File: src/rtl/magcmd_pkg.sv
package magcmd_pkg;
  typedef enum logic [1:0] {
    PC_IN_VEC  = 2'b00,
    PC_OUT_VEC = 2'b01,
    PC_OUT_TMP = 2'b10,
    PC_BAD     = 2'b11
  } pcmd_e;

  typedef enum logic [1:0] {
    CH_X = 2'd0,
    CH_Y = 2'd1,
    CH_Z = 2'd2,
    CH_T = 2'd3
  } chan_e;

  localparam int          CMD_BITS = 8;
  localparam logic [1:0]  OPC_CONV = 2'b10;

  // ADC command byte: opcode, sensor select, channel, padding
  function automatic logic [CMD_BITS-1:0] adc_cmd(input logic outboard, input chan_e ch);
    return {OPC_CONV, outboard, ch, 3'b000};
  endfunction
endpackage

File: src/rtl/magcmd_decode.sv
module magcmd_decode
  import magcmd_pkg::*;
(
  input  logic [1:0] code,
  output logic       ok,
  output logic       outboard,
  output chan_e      first_ch,
  output chan_e      last_ch
);
  always_comb begin
    ok       = 1'b1;
    outboard = 1'b0;
    first_ch = CH_X;
    last_ch  = CH_Z;
    unique case (pcmd_e'(code))
      PC_IN_VEC:  outboard = 1'b0;
      PC_OUT_VEC: outboard = 1'b1;
      PC_OUT_TMP: begin
        outboard = 1'b1;
        first_ch = CH_T;
        last_ch  = CH_T;
      end
      PC_BAD:     ok = 1'b0;
    endcase
  end
endmodule

File: src/rtl/magcmd_spi.sv
module magcmd_spi #(
  parameter int HALF      = 4,
  parameter int CMD_BITS  = 8,
  parameter int DATA_BITS = 16
) (
  input  logic                 clk,
  input  logic                 rst_n,
  input  logic                 start,
  input  logic [CMD_BITS-1:0]  tx_byte,
  output logic                 frame_done,
  output logic [DATA_BITS-1:0] rx_data,
  output logic                 sclk,
  output logic                 cs_n,
  output logic                 mosi,
  input  logic                 miso
);
  localparam int FRAME_BITS = CMD_BITS + DATA_BITS;
  localparam int DW         = $clog2(HALF + 1);
  localparam int BW         = $clog2(FRAME_BITS + 1);
  localparam logic [DW-1:0] DIV_END = DW'(HALF - 1);
  localparam logic [BW-1:0] BIT_END = BW'(FRAME_BITS - 1);

  typedef enum logic [1:0] {S_IDLE, S_SHIFT, S_GAP} st_e;

  st_e                 st;
  logic [DW-1:0]       div;
  logic [BW-1:0]       bitn;
  logic                phase;
  logic [CMD_BITS-1:0] tx;

  always_ff @(posedge clk or negedge rst_n) begin
    if (!rst_n) begin
      st         <= S_IDLE;
      div        <= '0;
      bitn       <= '0;
      phase      <= 1'b0;
      tx         <= '0;
      rx_data    <= '0;
      sclk       <= 1'b0;
      cs_n       <= 1'b1;
      frame_done <= 1'b0;
    end else begin
      frame_done <= 1'b0;
      unique case (st)
        S_IDLE: if (start) begin
          st    <= S_SHIFT;
          cs_n  <= 1'b0;
          div   <= '0;
          bitn  <= '0;
          phase <= 1'b0;
          tx    <= tx_byte;
        end
        S_SHIFT: begin
          if (div == DIV_END) begin
            div <= '0;
            if (!phase) begin
              phase   <= 1'b1;
              sclk    <= 1'b1;
              rx_data <= {rx_data[DATA_BITS-2:0], miso};
            end else begin
              phase <= 1'b0;
              sclk  <= 1'b0;
              tx    <= {tx[CMD_BITS-2:0], 1'b0};
              if (bitn == BIT_END) begin
                st   <= S_GAP;
                cs_n <= 1'b1;
              end else begin
                bitn <= bitn + 1'b1;
              end
            end
          end else begin
            div <= div + 1'b1;
          end
        end
        S_GAP: begin
          if (div == DIV_END) begin
            div        <= '0;
            st         <= S_IDLE;
            frame_done <= 1'b1;
          end else begin
            div <= div + 1'b1;
          end
        end
        default: st <= S_IDLE;
      endcase
    end
  end

  assign mosi = (st == S_SHIFT) ? tx[CMD_BITS-1] : 1'b0;
endmodule

File: src/rtl/magcmd_seq.sv
module magcmd_seq
  import magcmd_pkg::*;
#(
  parameter int DATA_W = 16
) (
  input  logic                clk,
  input  logic                rst_n,
  input  logic                cmd_valid,
  input  logic                dec_ok,
  input  logic                dec_outboard,
  input  chan_e               dec_first,
  input  chan_e               dec_last,
  output logic                frame_start,
  output logic [CMD_BITS-1:0] frame_byte,
  input  logic                frame_done,
  input  logic [DATA_W-1:0]   frame_data,
  output logic                busy,
  output logic                done,
  output logic                err_bad,
  output logic                ovr,
  output logic [DATA_W-1:0]   res_x,
  output logic [DATA_W-1:0]   res_y,
  output logic [DATA_W-1:0]   res_z,
  output logic [DATA_W-1:0]   res_t
);
  logic  outb;
  chan_e ch, last;

  always_ff @(posedge clk or negedge rst_n) begin
    if (!rst_n) begin
      busy        <= 1'b0;
      done        <= 1'b0;
      err_bad     <= 1'b0;
      ovr         <= 1'b0;
      outb        <= 1'b0;
      ch          <= CH_X;
      last        <= CH_X;
      frame_start <= 1'b0;
      res_x       <= '0;
      res_y       <= '0;
      res_z       <= '0;
      res_t       <= '0;
    end else begin
      frame_start <= 1'b0;
      if (cmd_valid) begin
        if (busy) begin
          ovr <= 1'b1;
        end else if (!dec_ok) begin
          err_bad <= 1'b1;
          done    <= 1'b0;
        end else begin
          busy        <= 1'b1;
          done        <= 1'b0;
          err_bad     <= 1'b0;
          ovr         <= 1'b0;
          outb        <= dec_outboard;
          ch          <= dec_first;
          last        <= dec_last;
          frame_start <= 1'b1;
        end
      end
      if (busy && frame_done) begin
        unique case (ch)
          CH_X: res_x <= frame_data;
          CH_Y: res_y <= frame_data;
          CH_Z: res_z <= frame_data;
          CH_T: res_t <= frame_data;
        endcase
        if (ch == last) begin
          busy <= 1'b0;
          done <= 1'b1;
        end else begin
          ch          <= chan_e'(ch + 2'd1);
          frame_start <= 1'b1;
        end
      end
    end
  end

  assign frame_byte = adc_cmd(outb, ch);
endmodule

File: src/rtl/magcmd_xlator.sv
module magcmd_xlator
  import magcmd_pkg::*;
#(
  parameter int DATA_W    = 16,
  parameter int SCLK_HALF = 4
) (
  input  logic              clk,
  input  logic              rst_n,
  input  logic              cmd_valid,
  input  logic [1:0]        cmd_code,
  output logic              cmd_ready,
  output logic              busy,
  output logic              done,
  output logic              err_bad_cmd,
  output logic              overrun,
  output logic [DATA_W-1:0] res_x,
  output logic [DATA_W-1:0] res_y,
  output logic [DATA_W-1:0] res_z,
  output logic [DATA_W-1:0] res_temp,
  output logic              spi_sclk,
  output logic              spi_cs_n,
  output logic              spi_mosi,
  input  logic              spi_miso
);
  logic                dec_ok, dec_outb;
  chan_e               dec_first, dec_last;
  logic                f_start, f_done;
  logic [CMD_BITS-1:0] f_byte;
  logic [DATA_W-1:0]   f_data;

  magcmd_decode u_dec (
    .code     (cmd_code),
    .ok       (dec_ok),
    .outboard (dec_outb),
    .first_ch (dec_first),
    .last_ch  (dec_last)
  );

  magcmd_seq #(.DATA_W(DATA_W)) u_seq (
    .clk          (clk),
    .rst_n        (rst_n),
    .cmd_valid    (cmd_valid),
    .dec_ok       (dec_ok),
    .dec_outboard (dec_outb),
    .dec_first    (dec_first),
    .dec_last     (dec_last),
    .frame_start  (f_start),
    .frame_byte   (f_byte),
    .frame_done   (f_done),
    .frame_data   (f_data),
    .busy         (busy),
    .done         (done),
    .err_bad      (err_bad_cmd),
    .ovr          (overrun),
    .res_x        (res_x),
    .res_y        (res_y),
    .res_z        (res_z),
    .res_t        (res_temp)
  );

  magcmd_spi #(.HALF(SCLK_HALF), .CMD_BITS(CMD_BITS), .DATA_BITS(DATA_W)) u_spi (
    .clk        (clk),
    .rst_n      (rst_n),
    .start      (f_start),
    .tx_byte    (f_byte),
    .frame_done (f_done),
    .rx_data    (f_data),
    .sclk       (spi_sclk),
    .cs_n       (spi_cs_n),
    .mosi       (spi_mosi),
    .miso       (spi_miso)
  );

  assign cmd_ready = ~busy;
endmodule

File: config.mk
export PLATFORM = sky130hd
export DESIGN_NAME = magcmd_xlator
export DESIGN_NICKNAME = d
export VERILOG_FILES = /design/src/rtl/magcmd_pkg.sv /design/src/rtl/magcmd_decode.sv /design/src/rtl/magcmd_spi.sv /design/src/rtl/magcmd_seq.sv /design/src/rtl/magcmd_xlator.sv
export SDC_FILE = /design/constraint.sdc
export NUM_CORES = 1
export LEC_CHECK = 0
export BUFFER_PORTS_ARGS = -buffer_cell sky130_fd_sc_hd__clkbuf_2
export CORE_UTILIZATION = 35
export DETAILED_ROUTE_END_ITERATION = 10
export HOLD_SLACK_MARGIN = 0.05
export MAX_ROUTING_LAYER = met4
export SYNTH_ARGS = -nofsm -noshare
export SYNTH_HDL_FRONTEND = slang
export SYNTH_HIERARCHICAL = 1
export SYNTH_SLANG_ARGS = --single-unit
File: constraint.sdc
create_clock -name clk -period 3.5 [get_ports clk]
set_clock_uncertainty 0.15 [all_clocks]
set_input_delay 0.175 -clock clk [delete_from_list [all_inputs] [get_ports clk]]
set_output_delay 0.175 -clock clk [all_outputs]
set_load 0.02 [all_outputs]
==> flow_summary.ini <==
[synthesis]
netlist_instances = 348
synth_area_leaders = dfrtp_1 56%, mux2_4 12%, mux2_2 11%
yosys.cell_types.count = 46
synth-edff-count = 0
synth-main-ff-cell = dfrtp_1
netlist_area_um2 = 4980
avgSynthCellArea_um2 = 14.3
synth_warnings = 6
synthMostInstantiatedCell = dfrtp_1
ys_top_cells_by_count = 111 x dfrtp_1, 48 x mux2_2, 40 x mux2_4
synth-seq-cells = 112
synth_area_leader_cell = dfrtp_1
synth_top_area_frac = 0.558
yosysSeqAreaShare = 0.563
ys_async_sr_fraction = 1.00

[setup_path]
critPathMaxStageDelay_ps = 530
critical_path.max_fanout = 16
crit_type = reg2reg
r2r-end = u_spi/bitn[2]
crit_slowest_cell = a21oi_2
critPathArrivalTime_ps = 2650
critPathRequiredTime_ps = 3620
path_cells = inv_1 -> ha_1 -> buf_4 -> mux2i_2 -> a21oi_2 -> a21oi_1 -> a21oi_1
r2r_start = u_spi/st[1]
cp-start-kind = register
crit_top_cell = a21oi_1
reg2reg_slack_ps = 980
crit_path_end = u_spi/bitn[2]
ff2ff_path_depth = 7
startpoint = u_spi/st[1]
worst_setup_path_end_kind = register

[timing]
worst_pin_slew_ps = 865
hold_violations = 0
max_freq_mhz = 396
fin_crit_sh = 0.721
max_slew_margin = 0.422
setup_violations = 0
fin_tns_setup_ps = 0
rsz0062_at_grt = false
slew_viol_final = 0
fin_crit_ps = 2520

[placement]
dp_hpwl_um = 6400
port_buffers = 77
gp_congestion = 0.755

[die]
ios = 78
die_x_um = 121
rows = 43
fp.dieArea_um2 = 14700
die_h_um = 121
initial_utilization = 0.359
core_um2 = 13900

[hold_path]
worstHoldStart = cmd_code[1]
hp-class = in2reg
whs_path_depth = 3

[clocking]
post_cts_buffers = 0
htreeDepth = 3
clk_latency_ps = 350
clk_pin_slew_ps = 70
clk_path_buf_depth = 2
cts_buffers = 9
root_buffer = clkbuf_16
clock_sinks = 112
cts_resized = 0
cts_tree = built

[detailed_routing]
drt_pass1_iterations = 4
drcViolationCount = 0
wirelength_um = 9310
drtIter0Drc = 141
vias = 2898
ant_nets = 0
avgRoutedWirePerCell_um = 15.2
vias_per_cell = 4.74

[grt]
grt_overflow_total = 0
grt_max_degree = 69
grt_pass1_vias = 2891
antenna_found_initial = 0
grt_pass1_wl_um = 15000
grt_util_all_layers = 0.136

[run]
max-cap-violations = 0

[pwr]
powerDensity_nw_per_um2 = 555
ir_worst_vdd_mv = 0.259
p_leak_uw = 0.00311
power_uw = 3200

[run_status]
status = completed

[final_layout]
drive_above_1_share = 0.452
antennaDiodeCount = 0
area_growth_pct = 15.8
nets = 443
nFillCells = 1305
[metal layers]
metal / up-vias / wire (um) / global-route usage / share of wire
li1: 1355 / - / - / -
met1: 1476 / 4610 / 0.186 / 0.50
met2: 60 / 4180 / 0.202 / 0.45
met3: 7 / 434 / 0.0334 / 0.047
met4: 0 / 89 / 0.0370 / 0.0096
met5: - / 0 / - / 0
[cell type report]
| cell class | count | area [um2] | share of cell area |
|---|---|---|---|
| Clock buffer | 9 | 225 | 0.0391 |
| Clock inverter | 7 | 61.3 | 0.0106 |
| Inverter | 12 | 45.0 | 0.00781 |
| Multi-Input combinational cell | 208 | 1970 | 0.341 |
| Sequential cell | 112 | 2800 | 0.486 |
| Tap cell | 180 | 225 | 0.0391 |
| Timing Repair Buffer | 83 | 440 | 0.0764 |
[cell families (layout without fill, tap and decap cells)]
logic type	count (synthesis)	in the layout	share of synthesized area
other cells	3	6	0.00226
buf+inv	31	111	0.0460
fa+ha+maj	11	11	0.0276
mux	96	96	0.246
simple gates	53	53	0.0598
flops	112	112	0.563
compound gates	40	40	0.0520
xor+xnor	2	2	0.00352
[how the worst min path moves through the flow]
stage | slack (ps) | end
floorplan | -270 | u_seq/busy
global placement | 170 | u_seq/res_x[8]
detailed placement | 180 | u_seq/res_y[8]
CTS | 140 | u_seq/last[0]
global route | 170 | u_seq/last[0]
finish | 140 | u_seq/last[0]
[critical path, delay by kind of cell (launching register included)]
| family | cells | cell delay (ps) |
|---|---|---|
| buffers and inverters | 2 | 390 |
| flip-flops | 1 | 400 |
| adder cells (fa/ha/maj) | 1 | 520 |
| multiplexers | 1 | 170 |
| AO/OA/AOI/OAI | 3 | 810 |
[registers in the layout, indices dropped and copies added (netlist names), 2 cells and up]
| name | flops |
|---|---|
| u_spi/bitn | 5 |
| u_seq/res_x | 16 |
| u_seq/res_y | 16 |
| u_spi/st | 2 |
| u_spi/div | 3 |
| u_spi/rx_data | 16 |
| u_seq/last | 2 |
| u_seq/res_z | 16 |
| u_spi/tx | 8 |
| u_seq/res_t | 16 |
| u_seq/ch | 2 |
[report_power, final]
part	internal, uW	switching [uW]
registers	1430	134
clock network	496	487
logic	285	370
total	2210	991
[metrics by stage]
step	setup WS (ps)	util	cell area, um2	instances	hold WS, ps
4_1_cts	947	0.415	5770	611	141
3_5_place_dp	961	0.393	5450	592	182
6_report	976	0.415	5770	611	144
5_1_grt	670	0.415	5770	611	169
3_3_place_gp	1040	0.393	5450	592	166
2_1_floorplan	1510	-	4990	351	-271
[cells in the final DEF (no fill, tap or decap), types with 2 or more instances in the layout]
| cell | synthesis | layout |
|---|---|---|
| dfrtp_1 | 111 | 111 |
| clkbuf_2 | 0 | 76 |
| mux2_2 | 48 | 48 |
| mux2_4 | 40 | 40 |
| nand2_1 | 16 | 16 |
| a21oi_1 | 14 | 14 |
| inv_1 | 12 | 12 |
| nor2_1 | 12 | 12 |
| ha_1 | 11 | 11 |
| clkbuf_16 | 0 | 9 |
| o21ai_0 | 8 | 8 |
| mux2i_1 | 7 | 7 |
| conb_1 | 3 | 6 |
| buf_4 | 10 | 4 |
| nand2_4 | 4 | 4 |
| nor2b_1 | 4 | 4 |
| a22o_1 | 4 | 4 |
| dlygate4sd3_1 | 0 | 3 |
| nand3_1 | 3 | 3 |
| nand2b_1 | 3 | 3 |
| and2_1 | 3 | 3 |
| inv_6 | 0 | 2 |
| clkinv_4 | 0 | 2 |
| clkinvlp_4 | 0 | 2 |
| xnor2_1 | 2 | 2 |
| a31oi_1 | 2 | 2 |
| nand4_1 | 2 | 2 |
[what timing repair did]
item,4_1_cts,5_1_grt
endpoints found under the setup margin,0,0
hold buffers,3,0
hold endpoints to repair,69,0
No activity file was read; power rests on OpenSTA's default activity.
